## config.mk

```make
export PLATFORM = sky130hd
export DESIGN_NAME = axi_tag_allocator
export DESIGN_NICKNAME = d
export VERILOG_FILES = /design/src/rtl/tag_alloc_pkg.sv /design/src/rtl/tag_free_pool.sv /design/src/rtl/tag_outst_ctr.sv /design/src/rtl/tag_grant_reg.sv /design/src/rtl/axi_tag_allocator.sv
export SDC_FILE = /design/constraint.sdc
export NUM_CORES = 1
export LEC_CHECK = 0
export BUFFER_PORTS_ARGS = -buffer_cell sky130_fd_sc_hd__buf_2
export CORE_ASPECT_RATIO = 1.4
export CORE_MARGIN = 5
export CORE_UTILIZATION = 30
export CTS_BUF_LIST = sky130_fd_sc_hd__clkbuf_16
export CTS_CLUSTER_DIAMETER = 60
export DETAILED_ROUTE_END_ITERATION = 10
export SETUP_SLACK_MARGIN = 0.15
export SLEW_MARGIN = 20
export SYNTH_ARGS = -nofsm -noshare
export SYNTH_HDL_FRONTEND = slang
export SYNTH_HIERARCHICAL = 1
export SYNTH_SLANG_ARGS = --single-unit
```

## constraint.sdc

```tcl
create_clock -name clk -period 3.2 [get_ports clk]
set_clock_uncertainty 0.2 [all_clocks]
set_input_delay 0.48 -clock clk [delete_from_list [all_inputs] [get_ports clk]]
set_output_delay 0.48 -clock clk [all_outputs]
set_load 0.005 [all_outputs]
```

## src/rtl/tag_alloc_pkg.sv

```systemverilog
package tag_alloc_pkg;

  localparam int unsigned ID_W_DEF    = 4;
  localparam int unsigned MAX_OUT_DEF = 16;
  localparam int unsigned ORDER_ID    = 0;

  typedef enum logic {
    KIND_NONPOSTED = 1'b0,
    KIND_POSTED    = 1'b1
  } req_kind_e;

  typedef enum logic [1:0] {
    CNT_HOLD = 2'd0,
    CNT_UP   = 2'd1,
    CNT_DOWN = 2'd2
  } cnt_op_e;

endpackage

```

## src/rtl/tag_free_pool.sv

```systemverilog
module tag_free_pool #(
  parameter int unsigned ID_W     = 4,
  parameter int unsigned FIXED_ID = 0
) (
  input  logic            clk,
  input  logic            rst,
  input  logic            take_en,
  input  logic            give_en,
  input  logic [ID_W-1:0] give_id,
  output logic            any_free,
  output logic [ID_W-1:0] low_id
);

  localparam int unsigned NUM_IDS = 1 << ID_W;

  logic [NUM_IDS-1:0] free_vec;

  // one flop per pool slot; the ordering ID never enters the pool
  for (genvar g = 0; g < NUM_IDS; g++) begin : g_slot
    if (g == FIXED_ID) begin : g_fixed
      assign free_vec[g] = 1'b0;
    end else begin : g_pool
      logic slot_q;
      always_ff @(posedge clk) begin
        if (rst) begin
          slot_q <= 1'b1;
        end else if (take_en && (low_id == ID_W'(g))) begin
          slot_q <= 1'b0;
        end else if (give_en && (give_id == ID_W'(g))) begin
          slot_q <= 1'b1;
        end
      end
      assign free_vec[g] = slot_q;
    end
  end

  // lowest set bit wins: scan from the top so the last hit is the lowest
  always_comb begin
    low_id = '0;
    for (int i = NUM_IDS - 1; i >= 0; i--) begin
      if (free_vec[i]) begin
        low_id = ID_W'(i);
      end
    end
  end

  assign any_free = |free_vec;

endmodule

```

## src/rtl/tag_outst_ctr.sv

```systemverilog
module tag_outst_ctr
  import tag_alloc_pkg::*;
#(
  parameter int unsigned MAX_OUT = 16,
  parameter int unsigned CNT_W   = $clog2(MAX_OUT + 1)
) (
  input  logic clk,
  input  logic rst,
  input  logic inc,
  input  logic dec,
  output logic full
);

  logic [CNT_W-1:0] cnt_q;
  logic [CNT_W-1:0] cnt_d;
  cnt_op_e          op;

  always_comb begin
    unique case ({inc, dec})
      2'b10:   op = CNT_UP;
      2'b01:   op = CNT_DOWN;
      default: op = CNT_HOLD;
    endcase
  end

  always_comb begin
    unique case (op)
      CNT_UP:   cnt_d = cnt_q + CNT_W'(1);
      CNT_DOWN: cnt_d = cnt_q - CNT_W'(1);
      default:  cnt_d = cnt_q;
    endcase
  end

  // full flag is registered from the next count so ready has no adder in its path
  always_ff @(posedge clk) begin
    if (rst) begin
      cnt_q <= '0;
      full  <= 1'b0;
    end else begin
      cnt_q <= cnt_d;
      full  <= (cnt_d == CNT_W'(MAX_OUT));
    end
  end

endmodule

```

## src/rtl/tag_grant_reg.sv

```systemverilog
module tag_grant_reg #(
  parameter int unsigned ID_W = 4
) (
  input  logic            clk,
  input  logic            rst,
  input  logic            acc,
  input  logic [ID_W-1:0] sel_id,
  output logic            grant_valid,
  output logic [ID_W-1:0] grant_id
);

  always_ff @(posedge clk) begin
    if (rst) begin
      grant_valid <= 1'b0;
      grant_id    <= '0;
    end else begin
      grant_valid <= acc;
      if (acc) begin
        grant_id <= sel_id;
      end
    end
  end

endmodule

```

## src/rtl/axi_tag_allocator.sv

```systemverilog
module axi_tag_allocator
  import tag_alloc_pkg::*;
#(
  parameter int unsigned ID_W    = ID_W_DEF,
  parameter int unsigned MAX_OUT = MAX_OUT_DEF
) (
  input  logic            clk,
  input  logic            rst,
  input  logic            req_valid,
  input  logic            req_posted,
  output logic            req_ready,
  input  logic            cpl_valid,
  input  logic [ID_W-1:0] cpl_id,
  output logic            grant_valid,
  output logic [ID_W-1:0] grant_id
);

  localparam int unsigned CNT_W = $clog2(MAX_OUT + 1);
  localparam logic [ID_W-1:0] ORD_ID = ID_W'(ORDER_ID);

  req_kind_e       kind;
  logic            full;
  logic            any_free;
  logic [ID_W-1:0] low_id;
  logic            accept;
  logic            take_en;
  logic            give_en;
  logic [ID_W-1:0] sel_id;

  assign kind      = req_kind_e'(req_posted);
  assign req_ready = !full && ((kind == KIND_POSTED) || any_free);
  assign accept    = req_valid && req_ready;
  assign take_en   = accept && (kind == KIND_NONPOSTED);
  assign give_en   = cpl_valid && (cpl_id != ORD_ID);
  assign sel_id    = (kind == KIND_POSTED) ? ORD_ID : low_id;

  tag_free_pool #(
    .ID_W     (ID_W),
    .FIXED_ID (ORDER_ID)
  ) u_pool (
    .clk      (clk),
    .rst      (rst),
    .take_en  (take_en),
    .give_en  (give_en),
    .give_id  (cpl_id),
    .any_free (any_free),
    .low_id   (low_id)
  );

  tag_outst_ctr #(
    .MAX_OUT (MAX_OUT),
    .CNT_W   (CNT_W)
  ) u_ctr (
    .clk  (clk),
    .rst  (rst),
    .inc  (accept),
    .dec  (cpl_valid),
    .full (full)
  );

  tag_grant_reg #(
    .ID_W (ID_W)
  ) u_grant (
    .clk         (clk),
    .rst         (rst),
    .acc         (accept),
    .sel_id      (sel_id),
    .grant_valid (grant_valid),
    .grant_id    (grant_id)
  );

endmodule

```

Word-level counts from Yosys, hierarchy flattened:

Index checks and enable logic that the tools add are counted.

* bits in registers: 26
* input bits: 9
* output and inout port bits: 6
* word-level logic and storage cells: 158

* $add $sub $neg: 2
* equality and inequality tests: 35
* multiplexer cells: 48
* bitwise logic cells: 1
* reduce and logical (&&, ||, !) cells: 53

Operators with widths (number)
* equality test 4 bit (second input constant): 16
* two-way mux 4 bit: 16
* logical AND 1 bit: 34
* equality test 4 x 3 -> 1 bit (second input constant): 8
* two-way mux 1 bit: 30
* nonzero test 2 bit: 15
* equality test 4 x 2 -> 1 bit (second input constant): 4
* OR reduction 15 bit: 1
* case mux 5 bit (2 select lines): 1
* equality test 4 x 1 -> 1 bit (second input constant): 2
* adder 5 x 1 -> 5 bit (second input constant): 1
* equality test 5 bit (second input constant): 1
* subtractor 5 x 1 -> 5 bit (second input constant): 1
* equality test 2 x 1 -> 1 bit (second input constant): 2
* equality test 2 bit (second input constant): 2
* case mux 2 bit (2 select lines): 1
* nonzero test 4 bit: 1
* logical NOT 1 bit: 1
* logical OR 1 bit: 1
* NOT 1 bit: 1

Depth between registers and ports, before layout:

Gate-level depths: netlist of the first run.

* depth after elaboration: 18
* gate-level depth with buffers: 15
* depth with buffers taken out: 13

By module:

The synthesis of the first run kept the hierarchy.

Modules (own cells, without submodules)
* tag_free_pool: instances 1, cells each 112, area each 955.9 um^2, seq. area each 300.3 um^2
* tag_outst_ctr: instances 1, cells each 46, area each 394.1 um^2, seq. area each 120.1 um^2
* tag_grant_reg: instances 1, cells each 15, area each 172.7 um^2, seq. area each 100.1 um^2
* axi_tag_allocator: instances 1, cells each 9, area each 65.1 um^2, seq. area each 0.0 um^2

Least setup slack after synthesis of the first run:

Ideal clock, no wire load.

* path type: flip-flop to flip-flop
* start: register u_pool.g_slot[11].g_pool.slot_q
* end: register u_ctr.full
* setup time: 0.117 ns
* arrival: 2.541 ns
* required time: 2.883 ns
* slack: 0.342 ns
* stages on the path, launching flop included: 15
* path buffers: 1
* period minus slack after synthesis: 2.858 ns
* cells stage by stage: dfxtp_1 > nor4_2 > nand4_1 > nor2_1 > nor3b_1 > inv_1 > ha_1 > buf_6 > xor2_1 > ha_1 > nor2_1 > o21ai_0 > o2111ai_1 > xor2_1 > and4b_1

* cells in the longest elaborated chain, start to end: 9
* elaborated cells on any way between the ends: 11
* classes of those cells: 5 x eq/ne; 2 x mux; 4 x reduce/logical

RTL lines
* start: declaration: RTL line tag_free_pool.sv:23 `logic slot_q;`
* start signal: assignment: RTL line tag_free_pool.sv:26 `slot_q <= 1'b1;`
* start signal: assignment: RTL line tag_free_pool.sv:28 `slot_q <= 1'b0;`
* start signal: assignment: RTL line tag_free_pool.sv:30 `slot_q <= 1'b1;`
* OR reduction 15 bit *: RTL line tag_free_pool.sv:47 `assign any_free = |free_vec;`
* named net any_free: RTL line axi_tag_allocator.sv:23 `logic any_free;`
* logical OR 1 bit *: RTL line axi_tag_allocator.sv:31 `assign req_ready = !full && ((kind == KIND_POSTED) || any_free);`
* logical AND 1 bit *: RTL line axi_tag_allocator.sv:31
* logical AND 1 bit *: RTL line axi_tag_allocator.sv:32 `assign accept = req_valid && req_ready;`
* named net accept: RTL line axi_tag_allocator.sv:25 `logic accept;`
* equality test 2 x 1 -> 1 bit or equality test 2 bit (tied branches): RTL line tag_outst_ctr.sv:19 `unique case ({inc, dec})`
* case mux 2 bit (2 select lines) *: RTL line tag_outst_ctr.sv:19
* equality test 2 bit or equality test 2 x 1 -> 1 bit (tied branches): RTL line tag_outst_ctr.sv:27 `unique case (op)`
* case mux 5 bit (2 select lines) *: RTL line tag_outst_ctr.sv:27
* equality test 5 bit *: RTL line tag_outst_ctr.sv:41 `full <= (cnt_d == CNT_W'(MAX_OUT));`
* end signal: assignment: RTL line tag_outst_ctr.sv:41
* end: declaration: RTL line tag_outst_ctr.sv:11 `output logic full`

Mark *: on every way through the listed nets, which the timed path passes. The rest lies on a longest branch.
A chain may end at the register's enable or synchronous reset.

Worst setup path after layout of the first run:

* start: register u_pool.g_slot[6].g_pool.slot_q
* end: register u_ctr.full

* cells in the longest elaborated chain, start to end: 9
* elaborated cells on any way between the ends: 11
* classes of those cells: 5 x eq/ne; 2 x mux; 4 x reduce/logical

RTL lines (RTL line)
* start: declaration: tag_free_pool.sv:23
* start signal: assignment: tag_free_pool.sv:26
* start signal: assignment: tag_free_pool.sv:28
* start signal: assignment: tag_free_pool.sv:30
* OR reduction 15 bit *: tag_free_pool.sv:47
* named net any_free: axi_tag_allocator.sv:23
* logical OR 1 bit *: axi_tag_allocator.sv:31
* logical AND 1 bit *: axi_tag_allocator.sv:31
* logical AND 1 bit *: axi_tag_allocator.sv:32
* named net accept: axi_tag_allocator.sv:25
* equality test 2 x 1 -> 1 bit or equality test 2 bit (tied branches): tag_outst_ctr.sv:19
* case mux 2 bit (2 select lines) *: tag_outst_ctr.sv:19
* equality test 2 bit or equality test 2 x 1 -> 1 bit (tied branches): tag_outst_ctr.sv:27
* case mux 5 bit (2 select lines) *: tag_outst_ctr.sv:27
* equality test 5 bit *: tag_outst_ctr.sv:41

Marked as above.

==> results.tsv, run 1 <==
stage	metric	value	unit
status	outcome	finished clean	
critical_path	crit_required	3160	ps
sta	hold_ws	293.6	ps
global_route	grt_pass1_vias	1432	
critical_path	crit_path_start_kind	register	
floorplanning	core-area	5159	sq um
power	p_sw	204.7	uW
sta	setup_tns	0	ps
job	maxCapViolCount	0	
clock_network	cts_max_path_buffers	2	
power	fin_total_pwr	849.5	uW
synth	synth_top_cell_by_area	dfxtp_1	
clock_network	cts_tree	yes	
synth	synth-edff-count	0	
global_route	grt-ovfl-total	0	
power	peakVddDrop	0.2325	mV
power	clkPwrFrac	0.427	
place	dp.cells	262	
critical_path	startpoint	u_pool/g_slot[6].g_pool.slot_q	
power	seqPwrFrac	0.425	
clock_network	h-tree-depth	1	
place	place_ws	143.8	ps
critical_path	r2r_start	u_pool/g_slot[6].g_pool.slot_q	
synth	syn_area_per_cell	8.724	sq um
synth	synth_cells	182	
final_layout	layout.cells.non_filler	266	
detailed_routing	drcViolationCount	0	
detailed_routing	drt_pass1_iterations	4	
critical_path	critical_path.max_fanout	7	
place	dp_hpwl	3.005	mm
detailed_routing	ant_nets	0	
synth	synth_area	1588	sq um
floorplanning	die_w	71.49	microns
synth	ys_types	53	
sta	drv_slew	0	
synth	synth-seq-area-share	0.3278	
clock_network	clock_sinks	26	
critical_path	worst_setup_path_end_kind	register	
place	portBuffers	14	
global_route	grtUsageTotal	0.1201	
sta	fin_crit	2886	ps
critical_path	worstSetupPathType	reg -> reg	
synth	synthArstFlopShare	0	
final_layout	final_util	0.3672	
hold_path	min_from	u_grant/grant_id[1]	
place	gp_congestion	0.8721	
floorplanning	io_pins	15	
final_layout	synthToLayoutAreaGrowth	19.31	%
clock_network	cts_root_buf	clkbuf_16	
sta	finalWorstSetupSlack	314.1	ps
floorplanning	initial_core_util	0.3078	
sta	fmax	0.3465	GHz
sta	finalHoldViolCount	0	
floorplanning	die_y	96.08	microns
place	place_area	1739	sq um
final_layout	final_area	1894	sq um
clock_network	clkLatencyLatePin	260	ps
hold_path	hp-class	reg -> reg	
floorplanning	dieArea	6868	sq um
final_layout	antenna_cells	0	
clock_network	clkTransAtPathRegs	70	ps
sta	fin_crit_sh	0.9018	
synth	synthTopCellsByArea	dfxtp_1 33%, nor2_1 6.4%, a211oi_1 5.2%, a21oi_1 4.1%, nor2b_1 3.5%	
sta	setup_violations	0	
synth	synth_ff_type	dfxtp_1	
global_route	antenna_found_initial	0	
sta	rsz0062_at_grt	no	
final_layout	drive_above_1_share	0.1900	
synth	synth_seq_cells	26	
global_route	grt_max_degree	28	
detailed_routing	routed_wl	4.031	mm
power	p_leak	0.7178	nW
synth	netlist_top_cells_count	27 x nor2_1, 26 x dfxtp_1, 13 x a21oi_1	
power	p_comb_frac	0.147	
critical_path	cp.arrival	2840	ps
power	intPower	644.8	uW
power	swShare	0.2409	
sta	slew_headroom	0.6474	
power	power_density	448.4	nW/um^2
final_layout	fin_nets	213	
sta	worst_pin_slew	528.3	ps
synth	yosysWarnings	6	
floorplanning	rows	31	
detailed_routing	avgViaCountPerCell	5.586	
detailed_routing	wl_per_cell	15.15	microns
clock_network	cts_buffers	3	
synth	synth_top_area_frac	0.3278	
synth	post-synth-top-count-cell	nor2_1	
detailed_routing	vias	1486	
synth	synthesis.nets	194	
global_route	grt_pass1_wl	6.630	mm
detailed_routing	drt-initial-drc-count	47	
clock_network	postCtsHoldBufs	0	
-- per-layer routing --
layer | track usage | up-vias | wire length [microns] | share of wire
met4 | 0.05172 | 0 | 123 | 0.031
met5 | 0 | - | 0 | 0
met1 | 0.1419 | 699 | 1646 | 0.41
met3 | 0.01358 | 8 | 160 | 0.040
li1 | - | 726 | - | -
met2 | 0.2170 | 53 | 2100 | 0.52
-- cell families after synthesis --
group | share of synthesized area
AND/OR/NAND/NOR | 0.2750
multiplexers | 0.03152
XOR/XNOR | 0.03310
adder cells (fa/ha/maj) | 0.02364
AO/OA/AOI/OAI | 0.2679
buffers and inverters | 0.04098
flip-flops | 0.3278
-- sequential cells by signal (all words and copies together) (netlist names) --
name                         flops
u_ctr/full                       1
u_grant/grant_valid              1
u_grant/grant_id                 4
u_pool/g_slot.g_pool.slot_q     15
u_ctr/cnt_q                      5
-- worst paths after layout --
| kind | endpoint | slack (ps) | depth (start not counted) |
|---|---|---|---|
| worst max-delay path | u_ctr/full | 310 | 13 |
| worst min-delay path | u_grant/grant_id[1] | 290 | 2 |
| worst max register to register | u_ctr/full | 310 | 13 |
| worst min register to register | u_grant/grant_id[1] | 290 | 2 |
-- area by class of cell --
class / instances / area, sq um
fillers: 520 / 3264
multi-input cells: 145 / 1052
flip-flops and latches: 26 / 520.5
repair buffers: 20 / 115.1
well taps: 66 / 82.58
clock buffers: 3 / 75.07
clock inverters: 1 / 30.03
inverters: 5 / 18.77
-- power by group through the flow --
| stage | registers [mW] | clock network [mW] | logic [mW] |
|---|---|---|---|
| 6_report | 0.361 | 0.363 | 0.125 |
| 5_1_grt | 0.364 | 0.385 | 0.143 |
| 4_1_cts | 0.360 | 0.373 | 0.122 |
| 3_5_place_dp | 0.368 | 0 | 0.122 |
| 3_3_place_gp | 0.368 | 0 | 0.123 |
| 2_1_floorplan | 0.359 | 0 | 0.0976 |
-- repair_timing --
action	in CTS	in global routing
buffers inserted	0	0
setup endpoints to repair	1	3
pin swaps	0	2
gates resized for setup	1	6
-- worst max-delay path, cell delays in order (launching register included) --
cell and delay [ps]:
dfxtp_1 380, nor4_4 370, nand4_1 160, nor2_1 150
nor3b_1 80, inv_1 130, ha_4 190, xor2_1 150
ha_1 200, nor2_1 60, o21ai_0 150, o2111ai_1 160
xor2_1 190, and4b_1 210
-- layout by cell type (no fill, tap or decap), drive strengths merged, types with 3 or more instances in the layout --
master | Yosys | routed
nor4 | 5 | 5
clkbuf | 2 | 3
nand2b | 5 | 5
o21ai | 3 | 3
or2 | 4 | 4
a211oi | 11 | 11
ha | 3 | 3
nor2 | 27 | 27
a31oi | 7 | 7
nand3 | 3 | 3
dfxtp | 26 | 26
a41oi | 3 | 3
a21oi | 13 | 13
inv | 5 | 5
buf | 4 | 20
nand2 | 5 | 5
xor2 | 5 | 5
nor3 | 5 | 5
a311oi | 4 | 4
nor2b | 9 | 9
mux2i | 5 | 5
(Power assumes the default switching activity.)
==> run 2, diff against run 1 <==
==> constraint.sdc (replaced) <==
create_clock -name clk -period 3.5 [get_ports clk]
set_clock_uncertainty 0.2 [all_clocks]
set_input_delay 0.525 -clock clk [delete_from_list [all_inputs] [get_ports clk]]
set_output_delay 0.525 -clock clk [all_outputs]
set_load 0.005 [all_outputs]
==> run 2 against run 1 <==
  * Critical endpoint unchanged
  * Final cell count rose by 0.75%
  * Sequential power is 9.1% lower
  * Largest cell class unchanged
  * Worst hold slack improved by 4.6 ps
  * Critical path depth stayed put
  * Register-to-register slack better by 140 ps
  * Highest routed layer unchanged
  * First-iteration DRC count up 30%
  * Non-clock buffer count up 2
==> results.tsv, run 2 (same netlist as run 1, synthesis figures left out) <==
stage	metric	value	unit	change
final_layout	n_fill_cell	530		was 520
global_route	top_usage_layer	met2		unchanged
critical_path	crit_path_start_kind	register		unchanged
critical_path	worstSetupPathType	reg -> reg		unchanged
place	gp_congestion	0.8656		was 0.8721
job	maxCapViolCount	0		unchanged
final_layout	fin_nets	215		was 213
sta	hold_ws	298.2	ps	was 293.6 ps
global_route	grt_pass1_vias	1462		was 1432
sta	rsz0062_at_grt	no		unchanged
final_layout	layout_common_cells	26 x nor2_1, 26 x dfxtp_1, 14 x buf_2, 13 x a21oi_1, 11 x a211oi_1		was 27 x nor2_1, 26 x dfxtp_1, 14 x buf_2, 13 x a21oi_1, 11 x a211oi_1
place	dp_hpwl	3.080	mm	was 3.005 mm
sta	finalWorstSetupSlack	452.6	ps	was 314.1 ps
global_route	use_met3	0.01672		was 0.01358
sta	fin_crit_sh	0.8707		was 0.9018
detailed_routing	wl_per_cell	15.28	microns	was 15.15 microns
power	peakVddDrop	0.2343	mV	was 0.2325 mV
global_route	grt_max_degree	28		unchanged
global_route	antenna_found_initial	0		unchanged
clock_network	clkTransAtPathRegs	70	ps	about the same
final_layout	largestRegisters	u_pool/g_slot.g_pool.slot_q x15, u_ctr/cnt_q x5, u_grant/grant_id x4		unchanged
critical_path	crit_required	3460	ps	was 3160 ps
global_route	grt_pass1_wl	6.741	mm	was 6.630 mm
sta	finalHoldViolCount	0		unchanged
final_layout	final_area	1908	sq um	was 1894 sq um
status	outcome	finished clean		unchanged
sta	worst_pin_slew	547.5	ps	was 528.3 ps
clock_network	cts_tree	yes		unchanged
critical_path	cp.arrival	3010	ps	was 2840 ps
place	place_ws	3.201	ps	was 143.8 ps
detailed_routing	drt-initial-drc-count	61		was 47
global_route	met2_usage	0.2193		was 0.2170
sta	setup_tns	0	ps	unchanged
final_layout	drive_above_1_share	0.2030		was 0.1900
global_route	grtUsageMet1	0.1400		was 0.1419
place	portBuffers	14		unchanged
clock_network	postCtsHoldBufs	0		unchanged
clock_network	cts_buffers	3		unchanged
floorplanning	io_pins	15		unchanged
hold_path	hp-class	reg -> reg		unchanged
clock_network	cts_root_buf	clkbuf_16		unchanged
final_layout	layout.cells.non_filler	268		was 266
place	place_area	1754	sq um	was 1739 sq um
place	dp.cells	264		was 262
final_layout	regMostFlops	u_pool/g_slot.g_pool.slot_q		unchanged
final_layout	synthToLayoutAreaGrowth	20.17	%	was 19.31%
floorplanning	die_y	96.08	microns	unchanged
final_layout	largest_reg_flops	15		unchanged
power	power_density	409.8	nW/um^2	was 448.4 nW/um^2
sta	fin_crit	3047	ps	was 2886 ps
detailed_routing	drt_pass1_iterations	4		unchanged
global_route	grt-ovfl-total	0		unchanged
detailed_routing	routed_wl	4.094	mm	was 4.031 mm
global_route	grtUsageTotal	0.1214		was 0.1201
floorplanning	initial_core_util	0.3078		unchanged
clock_network	cts_max_path_buffers	2		unchanged
detailed_routing	ant_nets	0		unchanged
clock_network	clock_sinks	26		unchanged
power	p_leak	0.7294	nW	was 0.7178 nW
floorplanning	die_w	71.49	microns	unchanged
clock_network	clkLatencyLatePin	260	ps	about the same
detailed_routing	drcViolationCount	0		unchanged
floorplanning	rows	31		unchanged
detailed_routing	avgViaCountPerCell	5.522		was 5.586
detailed_routing	vias	1480		was 1486
final_layout	antenna_cells	0		unchanged
floorplanning	dieArea	6868	sq um	unchanged
floorplanning	core-area	5159	sq um	unchanged
critical_path	critical_path.max_fanout	7		unchanged
sta	drv_slew	0		unchanged
sta	fmax	0.3281	GHz	was 0.3465 GHz
critical_path	worst_setup_path_end_kind	register		unchanged
sta	setup_violations	0		unchanged
clock_network	h-tree-depth	1		unchanged
sta	slew_headroom	0.6346		was 0.6474
## run 2: changes by cell type in the layout (fill, tap and decap cells not counted)
cell     previous run  this run
buf_4               6         8
nor2_2              0         1
nor2_1             27        26
nor3_2              2         1
nor3_1              3         4
ha_2                0         1
nor3b_1             2         1
nor3b_4             0         1
ha_4                1         0
## run 2: timing repair
action | CTS | global route
gates resized for setup | 1 | 7
endpoints found under the setup margin | 3 | 2
setup buffers | 0 | 0
## run 2: through the flow
step	utilization	total power [mW]
2_1_floorplan	-	0.4179
3_3_place_gp	0.3400	0.4490
3_5_place_dp	0.3400	0.4492
4_1_cts	0.3614	0.7839
5_1_grt	0.3699	0.8162
6_report	0.3699	0.7820
## run 2: path summary, 6_finish.rpt
path | startpoint | endpoint | slack [ps] | depth (start not counted)
hold / removal | u_grant/grant_id[0] | u_grant/grant_id[0] | 300 | 2
setup reg to reg | u_pool/g_slot[7].g_pool.slot_q | u_ctr/full | 450 | 13
setup / recovery | u_pool/g_slot[7].g_pool.slot_q | u_ctr/full | 450 | 13
hold reg to reg | u_grant/grant_id[0] | u_grant/grant_id[0] | 300 | 2
## run 2: metal layers
| metal | routed length, microns | share of wire |
|---|---|---|
| met5 | 0 | 0 |
| met4 | 63 | 0.015 |
| met3 | 137 | 0.033 |
| met2 | 2188 | 0.53 |
| met1 | 1704 | 0.42 |
## run 2: critical path, stage by stage, from the launching register on
cell and delay, ps:
dfxtp_1 380, nor4_4 370, nand4_1 200, nor2_2 190, nor3b_4 90, inv_1 90
ha_2 260, xor2_1 160, ha_1 210, nor2_1 70, o21ai_0 150, o2111ai_1 160
xor2_1 210, and4b_1 210
## run 2: where the power goes
group,leakage (nW),internal [mW],switching [mW]
Clock,0.0511,0.228,0.108
Combinational,0.467,0.0526,0.0660
Sequential,0.212,0.310,0.0170
## run 2: area by class of cell
| type | count | area [sq um] | share of cell area |
|---|---|---|---|
| Inverter | 5 | 18.77 | 0.009836 |
| Tap cell | 66 | 82.58 | 0.04328 |
| Clock buffer | 3 | 75.07 | 0.03934 |
| Sequential cell | 26 | 520.5 | 0.2728 |
| Timing Repair Buffer | 22 | 130.1 | 0.06820 |
| Clock inverter | 1 | 30.03 | 0.01574 |
| Multi-Input combinational cell | 145 | 1051 | 0.5508 |
==> run 3, diff against run 2 <==
--- a/config.mk
+++ b/config.mk
@@ -6,12 +6,15 @@
 export NUM_CORES = 1
 export LEC_CHECK = 0
 export BUFFER_PORTS_ARGS = -buffer_cell sky130_fd_sc_hd__buf_2
-export CORE_ASPECT_RATIO = 1.4
+export CELL_PAD_IN_SITES_DETAIL_PLACEMENT = 0
+export CELL_PAD_IN_SITES_GLOBAL_PLACEMENT = 1
+export CORE_ASPECT_RATIO = 1.5
 export CORE_MARGIN = 5
 export CORE_UTILIZATION = 30
 export CTS_BUF_LIST = sky130_fd_sc_hd__clkbuf_16
 export CTS_CLUSTER_DIAMETER = 60
 export DETAILED_ROUTE_END_ITERATION = 10
+export PLACE_DENSITY_LB_ADDON = 0.1
 export SETUP_SLACK_MARGIN = 0.15
 export SLEW_MARGIN = 20
 export SYNTH_ARGS = -nofsm -noshare
==> run 3 against run 2 <==
  * Final cell count grew 1.5%
  * Sequential power is essentially flat
  * Sequential share of layout area shrank 0.12 points
  * Critical endpoint unchanged
  * Via count grew 1.5%
  * Register-to-register slack lost 50 ps
  * Core utilization grew 0.12 points
  * Worst setup slack lost 49 ps
  * Routed wire length grew 18%
  * Worst hold slack lost 6.2 ps
  * Clock-buffer cell count is the same
  * Final area grew 0.46%
==> results.tsv, run 3 (same netlist as run 1, synthesis figures left out) <==
stage	metric	value	unit	change
status	outcome	finished clean		unchanged
global_route	grt_pass1_vias	1534		was 1462
sta	fin_crit_sh	0.8848		was 0.8707
detailed_routing	vias	1502		was 1480
clock_network	cts_tree	yes		unchanged
critical_path	crit_path_start_kind	register		unchanged
final_layout	fin_nets	217		was 215
clock_network	cts_buffers	3		unchanged
final_layout	layout_common_cells	26 x nor2_1, 26 x dfxtp_1, 14 x buf_2, 13 x a21oi_1, 11 x a211oi_1		unchanged
power	power_density	412.2	nW/um^2	was 409.8 nW/um^2
critical_path	crit_required	3460	ps	about the same
clock_network	cts_max_path_buffers	2		unchanged
place	dp.cells	268		was 264
floorplanning	die_w	69.40	microns	was 71.49 microns
detailed_routing	routed_wl	4.840	mm	was 4.094 mm
detailed_routing	drt_pass1_iterations	4		unchanged
sta	drv_slew	0		unchanged
sta	rsz0062_at_grt	no		unchanged
sta	worst_pin_slew	510.2	ps	was 547.5 ps
critical_path	cp.arrival	3050	ps	was 3010 ps
critical_path	worst_setup_path_end_kind	register		unchanged
global_route	antenna_found_initial	0		unchanged
detailed_routing	ant_nets	0		unchanged
detailed_routing	wl_per_cell	17.79	microns	was 15.28 microns
global_route	grt_pass1_wl	8.024	mm	was 6.741 mm
power	p_leak	0.7182	nW	was 0.7294 nW
detailed_routing	avgViaCountPerCell	5.522		about the same
clock_network	cts_root_buf	clkbuf_16		unchanged
floorplanning	initial_core_util	0.3074		was 0.3078
final_layout	layout.cells.non_filler	272		was 268
detailed_routing	drt-initial-drc-count	102		was 61
sta	fmax	0.3229	GHz	was 0.3281 GHz
clock_network	clkLatencyLatePin	260	ps	about the same
final_layout	drive_above_1_share	0.2108		was 0.2030
floorplanning	core-area	5165	sq um	was 5159 sq um
clock_network	h-tree-depth	1		unchanged
final_layout	synthToLayoutAreaGrowth	20.73	%	was 20.17%
final_layout	final_util	0.3711		was 0.3699
final_layout	regMostFlops	u_pool/g_slot.g_pool.slot_q		unchanged
final_layout	n_fill_cell	522		was 530
job	maxCapViolCount	0		unchanged
detailed_routing	drcViolationCount	0		unchanged
floorplanning	rows	32		was 31
final_layout	largest_reg_flops	15		unchanged
place	gp_congestion	0.8204		was 0.8656
global_route	grtUsageTotal	0.1456		was 0.1214
hold_path	hp-class	reg -> reg		unchanged
power	peakVddDrop	0.1867	mV	was 0.2343 mV
floorplanning	dieArea	6878	sq um	was 6868 sq um
floorplanning	io_pins	15		unchanged
sta	finalHoldViolCount	0		unchanged
sta	setup_violations	0		unchanged
floorplanning	die_y	99.10	microns	was 96.08 microns
clock_network	clock_sinks	26		unchanged
place	dp_hpwl	3.793	mm	was 3.080 mm
sta	slew_headroom	0.6599		was 0.6346
final_layout	largestRegisters	u_pool/g_slot.g_pool.slot_q x15, u_ctr/cnt_q x5, u_grant/grant_id x4		unchanged
place	portBuffers	14		unchanged
critical_path	critical_path.max_fanout	7		unchanged
critical_path	worstSetupPathType	reg -> reg		unchanged
power	fin_total_pwr	790.1	uW	was 782.0 uW
global_route	grt_max_degree	28		unchanged
final_layout	antenna_cells	0		unchanged
global_route	grt-ovfl-total	0		unchanged
clock_network	clkTransAtPathRegs	70	ps	about the same
sta	fin_crit	3097	ps	was 3047 ps
==> run 3: critical path: stages (launching register included) <==
cell and delay, ps:
dfxtp_1 370, nor4_4 360, nand4_1 180, nor2_2 200, nor3b_4 90, inv_1 100, ha_2 270, xor2_1 160
ha_1 200, nor2_1 60, o21ai_0 160, o2111ai_1 170, xor2_1 260, and4b_1 220
==> run 3: cell type report <==
cell class / instances / area [sq um] / area share
clock buffers: 3 / 75.07 / 0.03916
clock inverters: 1 / 30.03 / 0.01567
inverters: 5 / 18.77 / 0.009791
multi-input cells: 145 / 1042 / 0.5437
flip-flops and latches: 26 / 520.5 / 0.2715
well taps: 68 / 85.08 / 0.04439
repair buffers: 24 / 145.1 / 0.07572
==> run 3: repair_timing <==
action                     CTS  global route
gates resized for setup      1             6
pin swaps                    0             1
hold endpoints to repair     0             0
setup endpoints to repair    1             3
buffers inserted             0             0
hold buffers                 0             0
==> run 3: per-layer routing <==
metal	share of wire	up-vias	track usage
li1	-	731	-
met4	0.025	0	0.06466
met1	0.40	726	0.1538
met3	0.029	12	0.02427
met5	0	-	0
met2	0.55	33	0.2779
==> run 3: per-stage QoR <==
step                      instance area [sq um]  setup TNS [ps]  worst slack (ps)  hold slack [ps]
after global placement                     1772               0             58.07            283.5
after CTS                                  1882               0             242.7            302.6
final                                      1917               0             403.1            292.0
after detailed placement                   1772          -3.461            -3.461            278.9
after floorplan                            1588               0             641.8            267.9
after global routing                       1917               0             157.1            339.1
==> run 3: report_power, final <==
part	total [mW]	internal (mW)	leakage (nW)	switching (mW)
Sequential	0.328	0.310	0.212	0.0179
Clock	0.339	0.228	0.0511	0.112
Combinational	0.122	0.0531	0.455	0.0692
Total	0.790	0.591	0.718	0.199
==> run 3: path summary, 6_finish.rpt <==
path | startpoint | to | slack, ps | depth (start not counted)
hold / removal | u_grant/grant_id[3] | u_grant/grant_id[3] | 290 | 2
setup reg to reg | u_pool/g_slot[15].g_pool.slot_q | u_ctr/full | 400 | 13
hold reg to reg | u_grant/grant_id[3] | u_grant/grant_id[3] | 290 | 2
setup / recovery | u_pool/g_slot[15].g_pool.slot_q | u_ctr/full | 400 | 13
